--- config.mk ---
export PLATFORM = sky130hd
export DESIGN_NAME = edo_burst_rd_ctrl
export DESIGN_NICKNAME = d
export VERILOG_FILES = /design/src/rtl/edo_rd_pkg.sv /design/src/rtl/edo_refresh_timer.sv /design/src/rtl/edo_burst_seq.sv /design/src/rtl/edo_beat_capture.sv /design/src/rtl/edo_burst_rd_ctrl.sv
export SDC_FILE = /design/constraint.sdc
export NUM_CORES = 1
export LEC_CHECK = 0
export BUFFER_PORTS_ARGS = -buffer_cell sky130_fd_sc_hd__buf_4
export CORE_MARGIN = 2
export CORE_UTILIZATION = 50
export CTS_BUF_LIST = sky130_fd_sc_hd__clkbuf_16
export CTS_CLUSTER_DIAMETER = 200
export CTS_CLUSTER_SIZE = 12
export DETAILED_ROUTE_END_ITERATION = 16
export PLACE_DENSITY = 0.86
export SKIP_LAST_GASP = 1
export SYNTH_ARGS = -nofsm -noshare
export SYNTH_HDL_FRONTEND = slang
export SYNTH_SLANG_ARGS = --single-unit
--- constraint.sdc ---
create_clock -name clk -period 6 [get_ports clk]
set_input_delay 0.3 -clock clk [delete_from_list [all_inputs] [get_ports clk]]
set_output_delay 0.3 -clock clk [all_outputs]
set_load 0.1 [all_outputs]
--- src/rtl/edo_rd_pkg.sv ---
package edo_rd_pkg;

    // Burst shape: four words, first after five cycles, then one every two
    localparam int BEATS   = 4;
    localparam int BEAT_W  = 2;
    localparam int T_FIRST = 5;
    localparam int T_NEXT  = 2;

    // Phase numbering inside a read (phase 1 is the cycle after acceptance)
    localparam int PH_ROW  = 1;
    localparam int PH_COL0 = PH_ROW + 1;
    localparam int PH_CAP0 = T_FIRST - 1;
    localparam int PH_CAS0 = PH_CAP0 - 1;
    localparam int PH_LAST = PH_CAP0 + T_NEXT * (BEATS - 1);
    localparam int PH_W    = 4;

    typedef enum logic [1:0] {
        ST_IDLE = 2'd0,
        ST_READ = 2'd1,
        ST_REFR = 2'd2
    } seq_state_e;

    typedef struct packed {
        logic ras_n;
        logic cas_n;
        logic oe_n;
    } dram_ctl_t;

    localparam dram_ctl_t CTL_QUIET = '{ras_n: 1'b1, cas_n: 1'b1, oe_n: 1'b1};

    // Phase at whose closing edge a data word is captured
    function automatic logic is_cap_phase(input logic [PH_W-1:0] ph);
        int p;
        p = int'(ph);
        return (p >= PH_CAP0) && (p <= PH_LAST) && (((p - PH_CAP0) % T_NEXT) == 0);
    endfunction

    // Column strobe is low one phase before each capture
    function automatic logic is_cas_phase(input logic [PH_W-1:0] ph);
        return is_cap_phase(ph + PH_W'(1));
    endfunction

    // Which beat's column is driven in a given phase
    function automatic logic [BEAT_W-1:0] beat_of_phase(input logic [PH_W-1:0] ph);
        int p;
        int k;
        p = int'(ph);
        k = (p < PH_COL0) ? 0 : (p - PH_COL0) / T_NEXT;
        if (k > BEATS - 1) k = BEATS - 1;
        return BEAT_W'(k);
    endfunction

    // Low column bits advance by beat index and wrap inside the block
    function automatic logic [BEAT_W-1:0] wrap_low(input logic [BEAT_W-1:0] start,
                                                   input logic [BEAT_W-1:0] k);
        return start + k;
    endfunction

endpackage

--- src/rtl/edo_refresh_timer.sv ---
module edo_refresh_timer
    import edo_rd_pkg::*;
#(
    parameter int ROW_W  = 12,
    parameter int REFI_W = 16
) (
    input  logic              clk,
    input  logic              rst,
    input  logic [REFI_W-1:0] interval,
    input  logic              ref_done,
    output logic              ref_pending,
    output logic [ROW_W-1:0]  ref_row
);

    logic [REFI_W-1:0] cnt_q;
    logic              expire;

    assign expire = (interval != '0) && (cnt_q >= interval - REFI_W'(1));

    always_ff @(posedge clk) begin
        if (rst) begin
            cnt_q       <= '0;
            ref_pending <= 1'b0;
            ref_row     <= '0;
        end else begin
            if (interval == '0 || expire) begin
                cnt_q <= '0;
            end else begin
                cnt_q <= cnt_q + REFI_W'(1);
            end

            if (expire) begin
                ref_pending <= 1'b1;
            end else if (ref_done) begin
                ref_pending <= 1'b0;
            end

            if (ref_done) begin
                ref_row <= ref_row + ROW_W'(1);
            end
        end
    end

endmodule

--- src/rtl/edo_burst_seq.sv ---
module edo_burst_seq
    import edo_rd_pkg::*;
#(
    parameter int ROW_W  = 12,
    parameter int COL_W  = 10,
    parameter int ADDR_W = 12,
    parameter int T_RFC  = 3
) (
    input  logic              clk,
    input  logic              rst,
    input  logic              req_valid,
    input  logic [ROW_W-1:0]  req_row,
    input  logic [COL_W-1:0]  req_col,
    input  logic              ref_pending,
    input  logic [ROW_W-1:0]  ref_row,
    output logic              busy,
    output dram_ctl_t         ctl,
    output logic [ADDR_W-1:0] addr,
    output logic              cap_en,
    output logic              cap_last,
    output logic              ref_done
);

    seq_state_e        state_q;
    logic [PH_W-1:0]   ph_q;
    logic [ROW_W-1:0]  row_q;
    logic [COL_W-1:0]  col_q;
    logic [COL_W-1:0]  beat_col;
    logic [BEAT_W-1:0] beat_k;

    always_ff @(posedge clk) begin
        if (rst) begin
            state_q <= ST_IDLE;
            ph_q    <= '0;
            row_q   <= '0;
            col_q   <= '0;
        end else begin
            unique case (state_q)
                ST_IDLE: begin
                    if (req_valid) begin
                        state_q <= ST_READ;
                        ph_q    <= PH_W'(PH_ROW);
                        row_q   <= req_row;
                        col_q   <= req_col;
                    end else if (ref_pending) begin
                        state_q <= ST_REFR;
                        ph_q    <= PH_W'(1);
                    end
                end
                ST_READ: begin
                    if (ph_q == PH_W'(PH_LAST)) begin
                        state_q <= ST_IDLE;
                        ph_q    <= '0;
                    end else begin
                        ph_q <= ph_q + PH_W'(1);
                    end
                end
                ST_REFR: begin
                    if (ph_q == PH_W'(T_RFC)) begin
                        state_q <= ST_IDLE;
                        ph_q    <= '0;
                    end else begin
                        ph_q <= ph_q + PH_W'(1);
                    end
                end
                default: begin
                    state_q <= ST_IDLE;
                    ph_q    <= '0;
                end
            endcase
        end
    end

    assign beat_k   = beat_of_phase(ph_q);
    assign beat_col = {col_q[COL_W-1:BEAT_W], wrap_low(col_q[BEAT_W-1:0], beat_k)};

    always_comb begin
        ctl  = CTL_QUIET;
        addr = '0;
        unique case (state_q)
            ST_READ: begin
                ctl.ras_n = 1'b0;
                ctl.cas_n = !is_cas_phase(ph_q);
                ctl.oe_n  = !(ph_q >= PH_W'(PH_CAS0));
                addr      = (ph_q == PH_W'(PH_ROW)) ? ADDR_W'(row_q) : ADDR_W'(beat_col);
            end
            ST_REFR: begin
                ctl.ras_n = 1'b0;
                addr      = ADDR_W'(ref_row);
            end
            default: begin
                ctl  = CTL_QUIET;
                addr = '0;
            end
        endcase
    end

    assign busy     = (state_q != ST_IDLE);
    assign cap_en   = (state_q == ST_READ) && is_cap_phase(ph_q);
    assign cap_last = cap_en && (ph_q == PH_W'(PH_LAST));
    assign ref_done = (state_q == ST_REFR) && (ph_q == PH_W'(T_RFC));

endmodule

--- src/rtl/edo_beat_capture.sv ---
module edo_beat_capture #(
    parameter int DATA_W = 64
) (
    input  logic              clk,
    input  logic              rst,
    input  logic              cap_en,
    input  logic              cap_last,
    input  logic [DATA_W-1:0] dq,
    output logic              beat_valid,
    output logic [DATA_W-1:0] beat_data,
    output logic              block_done
);

    always_ff @(posedge clk) begin
        if (rst) begin
            beat_valid <= 1'b0;
            beat_data  <= '0;
            block_done <= 1'b0;
        end else begin
            beat_valid <= cap_en;
            block_done <= cap_last;
            if (cap_en) begin
                beat_data <= dq;
            end
        end
    end

endmodule

--- src/rtl/edo_burst_rd_ctrl.sv ---
module edo_burst_rd_ctrl
    import edo_rd_pkg::*;
#(
    parameter int ROW_W  = 12,
    parameter int COL_W  = 10,
    parameter int DATA_W = 64,
    parameter int REFI_W = 16,
    parameter int T_RFC  = 3,
    localparam int ADDR_W = (ROW_W > COL_W) ? ROW_W : COL_W
) (
    input  logic              clk,
    input  logic              rst,
    input  logic              req_valid,
    input  logic [ROW_W-1:0]  req_row,
    input  logic [COL_W-1:0]  req_col,
    input  logic [REFI_W-1:0] refresh_interval,
    output logic              dram_ras_n,
    output logic              dram_cas_n,
    output logic              dram_oe_n,
    output logic [ADDR_W-1:0] dram_addr,
    input  logic [DATA_W-1:0] dram_dq,
    output logic              busy,
    output logic              beat_valid,
    output logic [DATA_W-1:0] beat_data,
    output logic              block_done
);

    logic             ref_pending;
    logic             ref_done;
    logic [ROW_W-1:0] ref_row;
    logic             cap_en;
    logic             cap_last;
    dram_ctl_t        ctl;

    edo_refresh_timer #(
        .ROW_W  (ROW_W),
        .REFI_W (REFI_W)
    ) refresh_i (
        .clk         (clk),
        .rst         (rst),
        .interval    (refresh_interval),
        .ref_done    (ref_done),
        .ref_pending (ref_pending),
        .ref_row     (ref_row)
    );

    edo_burst_seq #(
        .ROW_W  (ROW_W),
        .COL_W  (COL_W),
        .ADDR_W (ADDR_W),
        .T_RFC  (T_RFC)
    ) seq_i (
        .clk         (clk),
        .rst         (rst),
        .req_valid   (req_valid),
        .req_row     (req_row),
        .req_col     (req_col),
        .ref_pending (ref_pending),
        .ref_row     (ref_row),
        .busy        (busy),
        .ctl         (ctl),
        .addr        (dram_addr),
        .cap_en      (cap_en),
        .cap_last    (cap_last),
        .ref_done    (ref_done)
    );

    edo_beat_capture #(
        .DATA_W (DATA_W)
    ) capture_i (
        .clk        (clk),
        .rst        (rst),
        .cap_en     (cap_en),
        .cap_last   (cap_last),
        .dq         (dram_dq),
        .beat_valid (beat_valid),
        .beat_data  (beat_data),
        .block_done (block_done)
    );

    assign dram_ras_n = ctl.ras_n;
    assign dram_cas_n = ctl.cas_n;
    assign dram_oe_n  = ctl.oe_n;

endmodule

# --- Yosys cells after proc, flatten, opt, wreduce, memory -nomap -nowiden ---
# Index checks and enable logic that the tools add are counted.
# W data, S select, Z words.
word_totals:
  reg_bits: 123
  out_inout_bits: 82
  in_bits: 105
  elab_cells: 78
classes:
  muxes: 18
  bitwise: 3
  eq_ne: 8
  magnitude_cmp: 8
  n_reduce_logical: 22
  addsub: 9
ops:
  columns: ["cell", "n"]
  rows:
  - ["$logic_not A32 Y1", 2]
  - ["$add A32 B1 Y32", 1]
  - ["$gt A32 B3 Y1 const B", 1]
  - ["$mux W32", 1]
  - ["$pmux W12 S2", 1]
  - ["$add A16 B1 Y16 const B", 1]
  - ["$ge A16 B16 Y1", 1]
  - ["$logic_not A16 Y1", 1]
  - ["$mux W4", 4]
  - ["$reduce_bool A16 Y1", 1]
  - ["$sub A16 B1 Y16 const B", 1]
  - ["$add A12 B1 Y12 const B", 1]
  - ["$mux W12", 1]
  - ["$mux W2", 6]
  - ["$pmux W4 S3", 1]
  - ["$sub A4 B3 Y5 const B", 2]
  - ["$ge A4 B3 Y1 const B", 2]
  - ["$le A4 B4 Y1 const B", 2]
  - ["$logic_and A1 B1 Y1", 8]
  - ["$pmux W2 S3", 1]
  - ["$sub A4 B2 Y5 const B", 1]
  - ["$add A4 B1 Y4 const B", 1]
  - ["$eq A4 B1 Y1 const B", 1]
  - ["$eq A4 B2 Y1 const B", 1]
  - ["18 further kinds", 25]

# --- Depth between registers and ports, before layout ---
# Gate-level depths: netlist (run 1).
logic_depth:
  word_depth: 9
  mapped_depth: 15
  depth_no_buf: 14

# --- Hierarchy ---
# Synthesis (run 1) repeated with hierarchy kept, for this count alone.
hier_totals:
  cells_unflattened: 670
  area_unflattened_um2: 6169.7
modules_own_cells:
  columns: ["module", "cells_per_inst", "area_per_inst_um2", "instances", "seq_area_each_um2"]
  rows:
  - ["edo_beat_capture", 210, 2336.0, 1, 1321.3]
  - ["edo_refresh_timer", 220, 1966.9, 1, 580.6]
  - ["edo_burst_seq", 240, 1866.8, 1, 560.5]

# --- Least setup slack after synthesis (run 1) ---
# OpenSTA, ideal clock, no wires.
synth_timing:
  path_kind: "register to output"
  start: "register seq_i.ph_q[2]"
  end: "output dram_addr[1]"
  setup_slack_ps: 654
  arrival_time_ps: 5046
  path_buffers: 1
  required_time_ps: 5700
  path_stages_with_launch: 16
  cell_sequence: "dfxtp_1 buf_2 nor3_1 and2_1 ha_1 ha_1 nand2_1 ha_1 nor4b_1 a31oi_1 nor2_1 nor2_1 ha_1 xnor2_1 xnor2_1 o32ai_1"
synth_between:
  elab_chain_cells: 9
  elab_cells_between_ends: 11
  classes_between: "add/sub (3); order compare (2); eq/ne (1); mux (4); bitwise (1)"
synth_lines:
  columns: ["item", "line", "source"]
  rows:
  - ["from (decl)", "edo_burst_seq.sv:25", "logic [PH_W-1:0] ph_q;"]
  - ["from (signal assigned)", "edo_burst_seq.sv:42", "ph_q <= PH_W'(PH_ROW);"]
  - ["from (signal assigned)", "edo_burst_seq.sv:55", "ph_q <= ph_q + PH_W'(1);"]
  - ["from (signal assigned)", "edo_burst_seq.sv:63", "ph_q <= ph_q + PH_W'(1);"]
  - ["$sub A4 B2 Y5", "edo_rd_pkg.sv:48", "k = (p < PH_COL0) ? 0 : (p - PH_COL0) / T_NEXT;"]
  - ["$and A1 B1 Y1 (no line)", null, null]
  - ["$add A32 B1 Y32 (no line)", null, null]
  - ["$mux W32", "edo_rd_pkg.sv:48", null]
  - ["$gt A32 B3 Y1", "edo_rd_pkg.sv:49", "if (k > BEATS - 1) k = BEATS - 1;"]
  - ["$mux W2", "edo_rd_pkg.sv:49", null]
  - ["$add A2 B2 Y2", "edo_rd_pkg.sv:56", "return start + k;"]
  - ["$mux W12 *", "edo_burst_seq.sv:85", "addr = (ph_q == PH_W'(PH_ROW)) ? ADDR_W'(row_q) : ADDR_W'(beat_col);"]
  - ["$pmux W12 S2 *", "edo_burst_seq.sv:80", "unique case (state_q)"]
  - ["to (decl)", "edo_burst_rd_ctrl.sv:20", "output logic [ADDR_W-1:0] dram_addr,"]
# Mark *: on every way between the ends. The rest lies on a longest branch, timed or not.

# --- Final worst setup path (run 1) ---
# Ends and elaborated chain as after synthesis.

==> results.json, run 1 <==
{
  "core_region_area_sq_um": 11420,
  "ys_types": 57,
  "area_growth_pct": 33.00,
  "cts_tree": "built",
  "syn_nets": 870,
  "cts_root_buf": "clkbuf_16",
  "globalRouteOverflowTotal": 0,
  "worstHoldStart": "req_col[8]",
  "vias": 5384,
  "postCtsSetupBuffers": 0,
  "antennaDiodeCount": 0,
  "cts_buffers": 17,
  "synth.yosys.seq_area_share": 0.4198,
  "start_kind": "register",
  "yosysTopAreaCell": "dfxtp_1",
  "syn_inst": 727,
  "worst_hold_path_type": "input port to register",
  "ys_ff_latch": 123,
  "cts_sinks": 123,
  "cap_viol_max_count": 0,
  "cp.required_ns": 5.70,
  "netlist_area_sq_um": 5866,
  "clock_latency_ns": 0.41,
  "outcome": "finished clean",
  "grt_pass1_wl_um": 23900,
  "critical_path_arrival_ns": 4.13,
  "initial_utilization": 0.5137,
  "p_per_area_nw_per_um2": 305.3,
  "io_pins": 187,
  "path_class": "register to output pin",
  "cp_max_fo": 14,
  "numPortBuffers": 186,
  "slowest_stage": "nor3_1",
  "synthDominantCellAreaShare": 0.4198,
  "slew_violations": 0,
  "vdd_drop_max_mv": 0.2762,
  "dieHeight_um": 112.3,
  "final_nets": 1034,
  "num_rows": 39,
  "setup_viol": 0,
  "wire_per_inst_um": 13.98,
  "antenna_found_initial": 0,
  "hpwl_um": 10250,
  "rsz0062_at_grt": "no",
  "viasPerCell": 5.147,
  "wirelength_um": 14630,
  "relSlewSlack": 0.2458,
  "cts_resized": 0,
  "grt_max_degree": 108,
  "synth_ff_type": "dfxtp_1",
  "reg2reg_from": "seq_i.state_q[1]",
  "clk_pin_slew_ns": 0.05,
  "cts_buffer_depth": 2,
  "path_cells": "nor3_1, and2_1, ha_1, ha_1, nand2_1, ha_1, nor4b_1, a31oi_1, nor2_1, nor2_1, ha_1, xnor2_1, xnor2_1, o32ai_1, buf_4",
  "critPathLaunch": "seq_i.ph_q[2]",
  "setup-tns-final_ns": 0,
  "h-tree-depth": 4,
  "post-route-period-util": 0.7380,
  "grt_usage": 0.2322,
  "ys_warn_count": 0,
  "synth.avg_cell_area_sq_um": 8.068,
  "grt_pass1_vias": 5042,
  "end_kind": "output pin",
  "critical_path.most_common_cell": "ha_1",
  "synth_area_leaders": "dfxtp_1 42%, nand2_1 13%, a21oi_1 8.4%, ha_1 8.1%, xnor2_1 3.1%",
  "r2r_end": "capture_i.beat_data[27]",
  "die_w_um": 112.3,
  "gp_congestion": 0.8376,
  "drive_above_1_share": 0.2447,
  "tightest_slew_ns": 1.131,
  "die_area_sq_um": 12610,
  "cts_hold_buf": 0,
  "drc_errors": 0,
  "fmax_ghz": 0.2258,
  "fin_worst_skew_ns": 0.007979,
  "dr.pass1.iters": 4,
  "synth-edff-count": 0,
  "worst_r2r_path_depth": 7,
  "first_iter_violations": 385,
  "detail-route-antenna-nets": 0,
  "fin_hold_ws_ns": 0.1341,
  "period_minus_slack_ns": 4.428,
  "rrSetupSlack_ns": 3.52,
  "cpPeakStageDelay_ns": 0.60,
  "cp-endpoint": "dram_addr[1]",
  "hold_viol": 0,
  "synthArstFlopShare": 0,
  "power_leakage_nw": 3.202
}
==> metal layers <==
layer / vias up / wire length (um) / global-route usage / share of wire
met5: - / 0 / 0 / 0
met4: 0 / 266 / 0.08374 / 0.018
met3: 25 / 703 / 0.05616 / 0.048
met2: 118 / 7180 / 0.3871 / 0.49
met1: 2438 / 6476 / 0.2942 / 0.44
li1: 2803 / - / - / -
==> synth_stat cells (all sizes together) (5+ instances only) <==
cell and number:
xnor2 21, or3 7, nand2 196, clkbuf 24, nor3 26, dfxtp 123
nor4 5, and3 6, ha 38, buf 19, nor2 38, nand4 7
o21ai 11, nand3 11, xor2 19, a22oi 9, a21oi 101, mux2 9
inv 13
==> cell type report <==
| cell class | instances | area (sq um) |
|---|---|---|
| fillers | 930 | 3617 |
| multi-input cells | 548 | 3183 |
| flip-flops and latches | 123 | 2462 |
| repair buffers | 188 | 1411 |
| clock buffers | 17 | 425.4 |
| well taps | 143 | 178.9 |
| clock inverters | 14 | 91.34 |
| inverters | 13 | 48.80 |
==> worst min-delay path by stage <==
stage,to,cells past startpoint,slack (ns)
after floorplan,seq_i.col_q[2],2,0.43
after global placement,seq_i.col_q[2],2,0.44
after detailed placement,seq_i.col_q[7],2,0.44
after CTS,capture_i.beat_data[42],3,0.12
after global routing,capture_i.beat_data[59],3,0.12
final,seq_i.col_q[8],3,0.13
==> layout by cell type, fill, tap and decap left out, types with 2 or more instances in the layout <==
master        n
or3_1         7
or3b_1        2
a21oi_2       2
nor3b_1       2
a32oi_1       3
inv_1        15
o21ai_1       4
nor2_1       38
o211ai_1      2
clkinv_2      4
ha_1         38
nor4b_1       2
nand3_1      11
a211oi_1      3
nor2b_1       3
and3_1        6
buf_4       188
a21oi_1      99
clkbuf_16    17
nand2b_1      2
and2_1        2
clkinv_1      4
nor3_1       26
xor2_1       19
nor4_1        4
dfxtp_1     123
clkinvlp_4    2
nand4_1       7
xnor2_1      21
a22oi_1       9
o21ai_0       7
nand2_1     196
or4_1         2
mux2_1        9
==> state kept, by name (all words and copies together), names as in the netlist <==
name                   count
seq_i.ph_q                 4
refresh_i.ref_row         12
seq_i.state_q              2
capture_i.beat_data       64
refresh_i.ref_pending      1
seq_i.row_q               12
refresh_i.cnt_q           16
seq_i.col_q               10
capture_i.block_done       1
capture_i.beat_valid       1
==> kinds of logic (layout without fill, tap and decap cells) <==
family                   after synthesis  after routing  synth area share
adder cells (fa/ha/maj)               38             38           0.08106
XOR/XNOR                              40             40           0.05973
multiplexers                          10             10           0.01899
buffers and inverters                 56            232           0.04074
flip-flops                           123            123            0.4198
AO/OA/AOI/OAI                        143            143            0.1425
AND/OR/NAND/NOR                      317            317            0.2372
==> critical path, delay by kind of cell (launching register included) <==
| family | cells | cell delay, ns |
|---|---|---|
| AOI/OAI and AO/OA | 2 | 0.42 |
| DFF | 1 | 0.45 |
| xor gates and xnor gates | 2 | 0.30 |
| and+or+nand+nor | 6 | 1.31 |
| adders and majority gates | 4 | 0.89 |
| buffers and inverters | 1 | 0.35 |
==> where the power goes <==
| group | total (mW) | leakage (nW) | internal [mW] | switching, mW |
|---|---|---|---|---|
| clock network | 0.891 | 0.262 | 0.551 | 0.340 |
| registers | 0.893 | 0.995 | 0.860 | 0.0339 |
| logic | 0.597 | 1.95 | 0.204 | 0.394 |
==> stage by stage <==
step                power, mW  cell area, sq um  std cells  utilization  setup slack, ns
detailed placement      1.503              7284       1015       0.6380            2.078
floorplan               1.348              5866        727            -           0.6537
CTS                     2.396              7801       1046       0.6832            1.642
finish                  2.381              7801       1046       0.6832            1.572
global placement        1.494              7284       1015       0.6380            2.203
global route            2.501              7801       1046       0.6832            1.356
(Power assumes the default switching activity.)
==> run 2: changes to the inputs <==
- clock period: 6 -> 4.6 ns (I/O delays scaled with it)
==> results.json, run 2 (synthesized netlist as in run 1, its figures left out) <==
{
  "outcome": "finished clean",
  "hpwl_um": 10330,
  "globalRouteOverflowTotal": 0,
  "final_common_cell": "nand2_1",
  "initial_utilization": 0.5137,
  "cts_root_buf": "clkbuf_16",
  "h-tree-depth": 4,
  "fin_cells": 1048,
  "hold_viol": 0,
  "vdd_drop_max_mv": 0.4547,
  "rsz0062_at_grt": "no",
  "clk_pin_slew_ns": 0.06,
  "final_cell_mix": "196 x nand2_1, 189 x buf_4, 122 x dfxtp_1, 99 x a21oi_1",
  "antenna_found_initial": 0,
  "top_regs": "capture_i.beat_data (64), refresh_i.cnt_q (16)",
  "cts_hold_buf": 0,
  "fin_worst_skew_ns": 0.004553,
  "period_minus_slack_ns": 4.014,
  "grt_usage": 0.2360,
  "first_iter_violations": 374,
  "slew_violations": 0,
  "largest-register": "capture_i.beat_data",
  "die_area_sq_um": 12610,
  "grt_pass1_wl_um": 24240,
  "setup-tns-final_ns": 0,
  "grt_max_degree": 66,
  "setup_viol": 0,
  "dieHeight_um": 112.3,
  "critical_path_arrival_ns": 3.78,
  "rrSetupSlack_ns": 1.79,
  "detail-route-antenna-nets": 0,
  "path_class": "register to output pin",
  "power_leakage_nw": 3.229,
  "cts_sinks": 123,
  "num_rows": 39,
  "post-route-period-util": 0.8725,
  "wirelength_um": 14890,
  "antennaDiodeCount": 0,
  "grt_pass1_vias": 5094,
  "numPortBuffers": 186,
  "start_kind": "register",
  "final_nets": 1035,
  "cts_buffer_depth": 2,
  "dr.pass1.iters": 7,
  "gp_congestion": 0.8042,
  "io_pins": 187,
  "cp.required_ns": 4.37,
  "core_region_area_sq_um": 11420,
  "vias": 5476,
  "wire_per_inst_um": 14.21,
  "fin_hold_ws_ns": 0.06043,
  "relSlewSlack": 0.4610,
  "clock_latency_ns": 0.41,
  "drc_errors": 0,
  "cts_tree": "built",
  "cp_max_fo": 14,
  "viasPerCell": 5.225,
  "postCtsSetupBuffers": 0,
  "fmax_ghz": 0.2492,
  "tightest_slew_ns": 0.8085,
  "die_w_um": 112.3,
  "total_power_mw": 3.265,
  "dp.cells": 1016,
  "largest_register_ffs": 64,
  "cap_viol_max_count": 0,
  "p_per_area_nw_per_um2": 413.9,
  "cts_buffers": 17,
  "area_growth_pct": 34.49,
  "cts_resized": 0,
  "end_kind": "output pin",
  "drive_above_1_share": 0.2508,
  "worst_hold_path_type": "input port to register"
}
==> run 2: cell types whose count changed in the layout (fill, tap and decap cells not counted) <==
cell / previous run / this run
buf_4: 188 / 189
nor3_1: 26 / 25
inv_6: 0 / 1
inv_1: 15 / 14
dfxtp_2: 0 / 1
dfxtp_1: 123 / 122
o32ai_1: 1 / 0
clkinvlp_4: 2 / 3
clkinv_2: 4 / 1
bufinv_16: 1 / 3
o32ai_2: 0 / 1
clkinv_4: 0 / 1
nor3_2: 0 / 1
==> run 2: final timing paths <==
kind | from | end | cells past startpoint
max | seq_i.ph_q[3] | dram_addr[1] | 15
min | dram_dq[38] | capture_i.beat_data[38] | 3
max reg2reg | seq_i.state_q[1] | capture_i.beat_data[62] | 7
min reg2reg | seq_i.col_q[7] | seq_i.col_q[7] | 2
==> run 2: layout make-up <==
class / instances / area (sq um)
fillers: 946 / 3530
multi-input cells: 548 / 3196
inverters: 13 / 48.80
flip-flops and latches: 123 / 2464
repair buffers: 189 / 1419
clock buffers: 17 / 425.4
clock inverters: 15 / 157.7
well taps: 143 / 178.9
==> run 2: per-stage QoR <==
stage	util	setup WS, ns	area (sq um)
2_1_floorplan	-	0.3325	5873
3_3_place_gp	0.6393	0.9132	7300
3_5_place_dp	0.6393	0.7666	7300
4_1_cts	0.6903	0.3214	7883
5_1_grt	0.6909	0.1608	7889
6_report	0.6909	0.5865	7889
==> run 2: layer usage <==
metal	wire [um]	track usage
met4	304	0.09919
met5	0	0
met1	6423	0.2942
met2	7451	0.3948
met3	712	0.05346
==> run 2: power breakdown <==
| part | internal [mW] | switching [mW] |
|---|---|---|
| logic | 0.269 | 0.520 |
| clock network | 0.839 | 0.469 |
| registers | 1.12 | 0.0476 |
| total | 2.23 | 1.04 |
==> run 2: critical path, stage by stage (launching register included) <==
cell and delay (ns):
dfxtp_1 0.47, nor3_2 0.37, and2_1 0.19, ha_1 0.22, ha_1 0.20, nand2_1 0.07
ha_1 0.29, nor4b_1 0.22, a31oi_1 0.14, nor2_1 0.10, nor2_1 0.05, ha_1 0.18
xnor2_1 0.13, xnor2_1 0.14, o32ai_2 0.25, buf_4 0.34
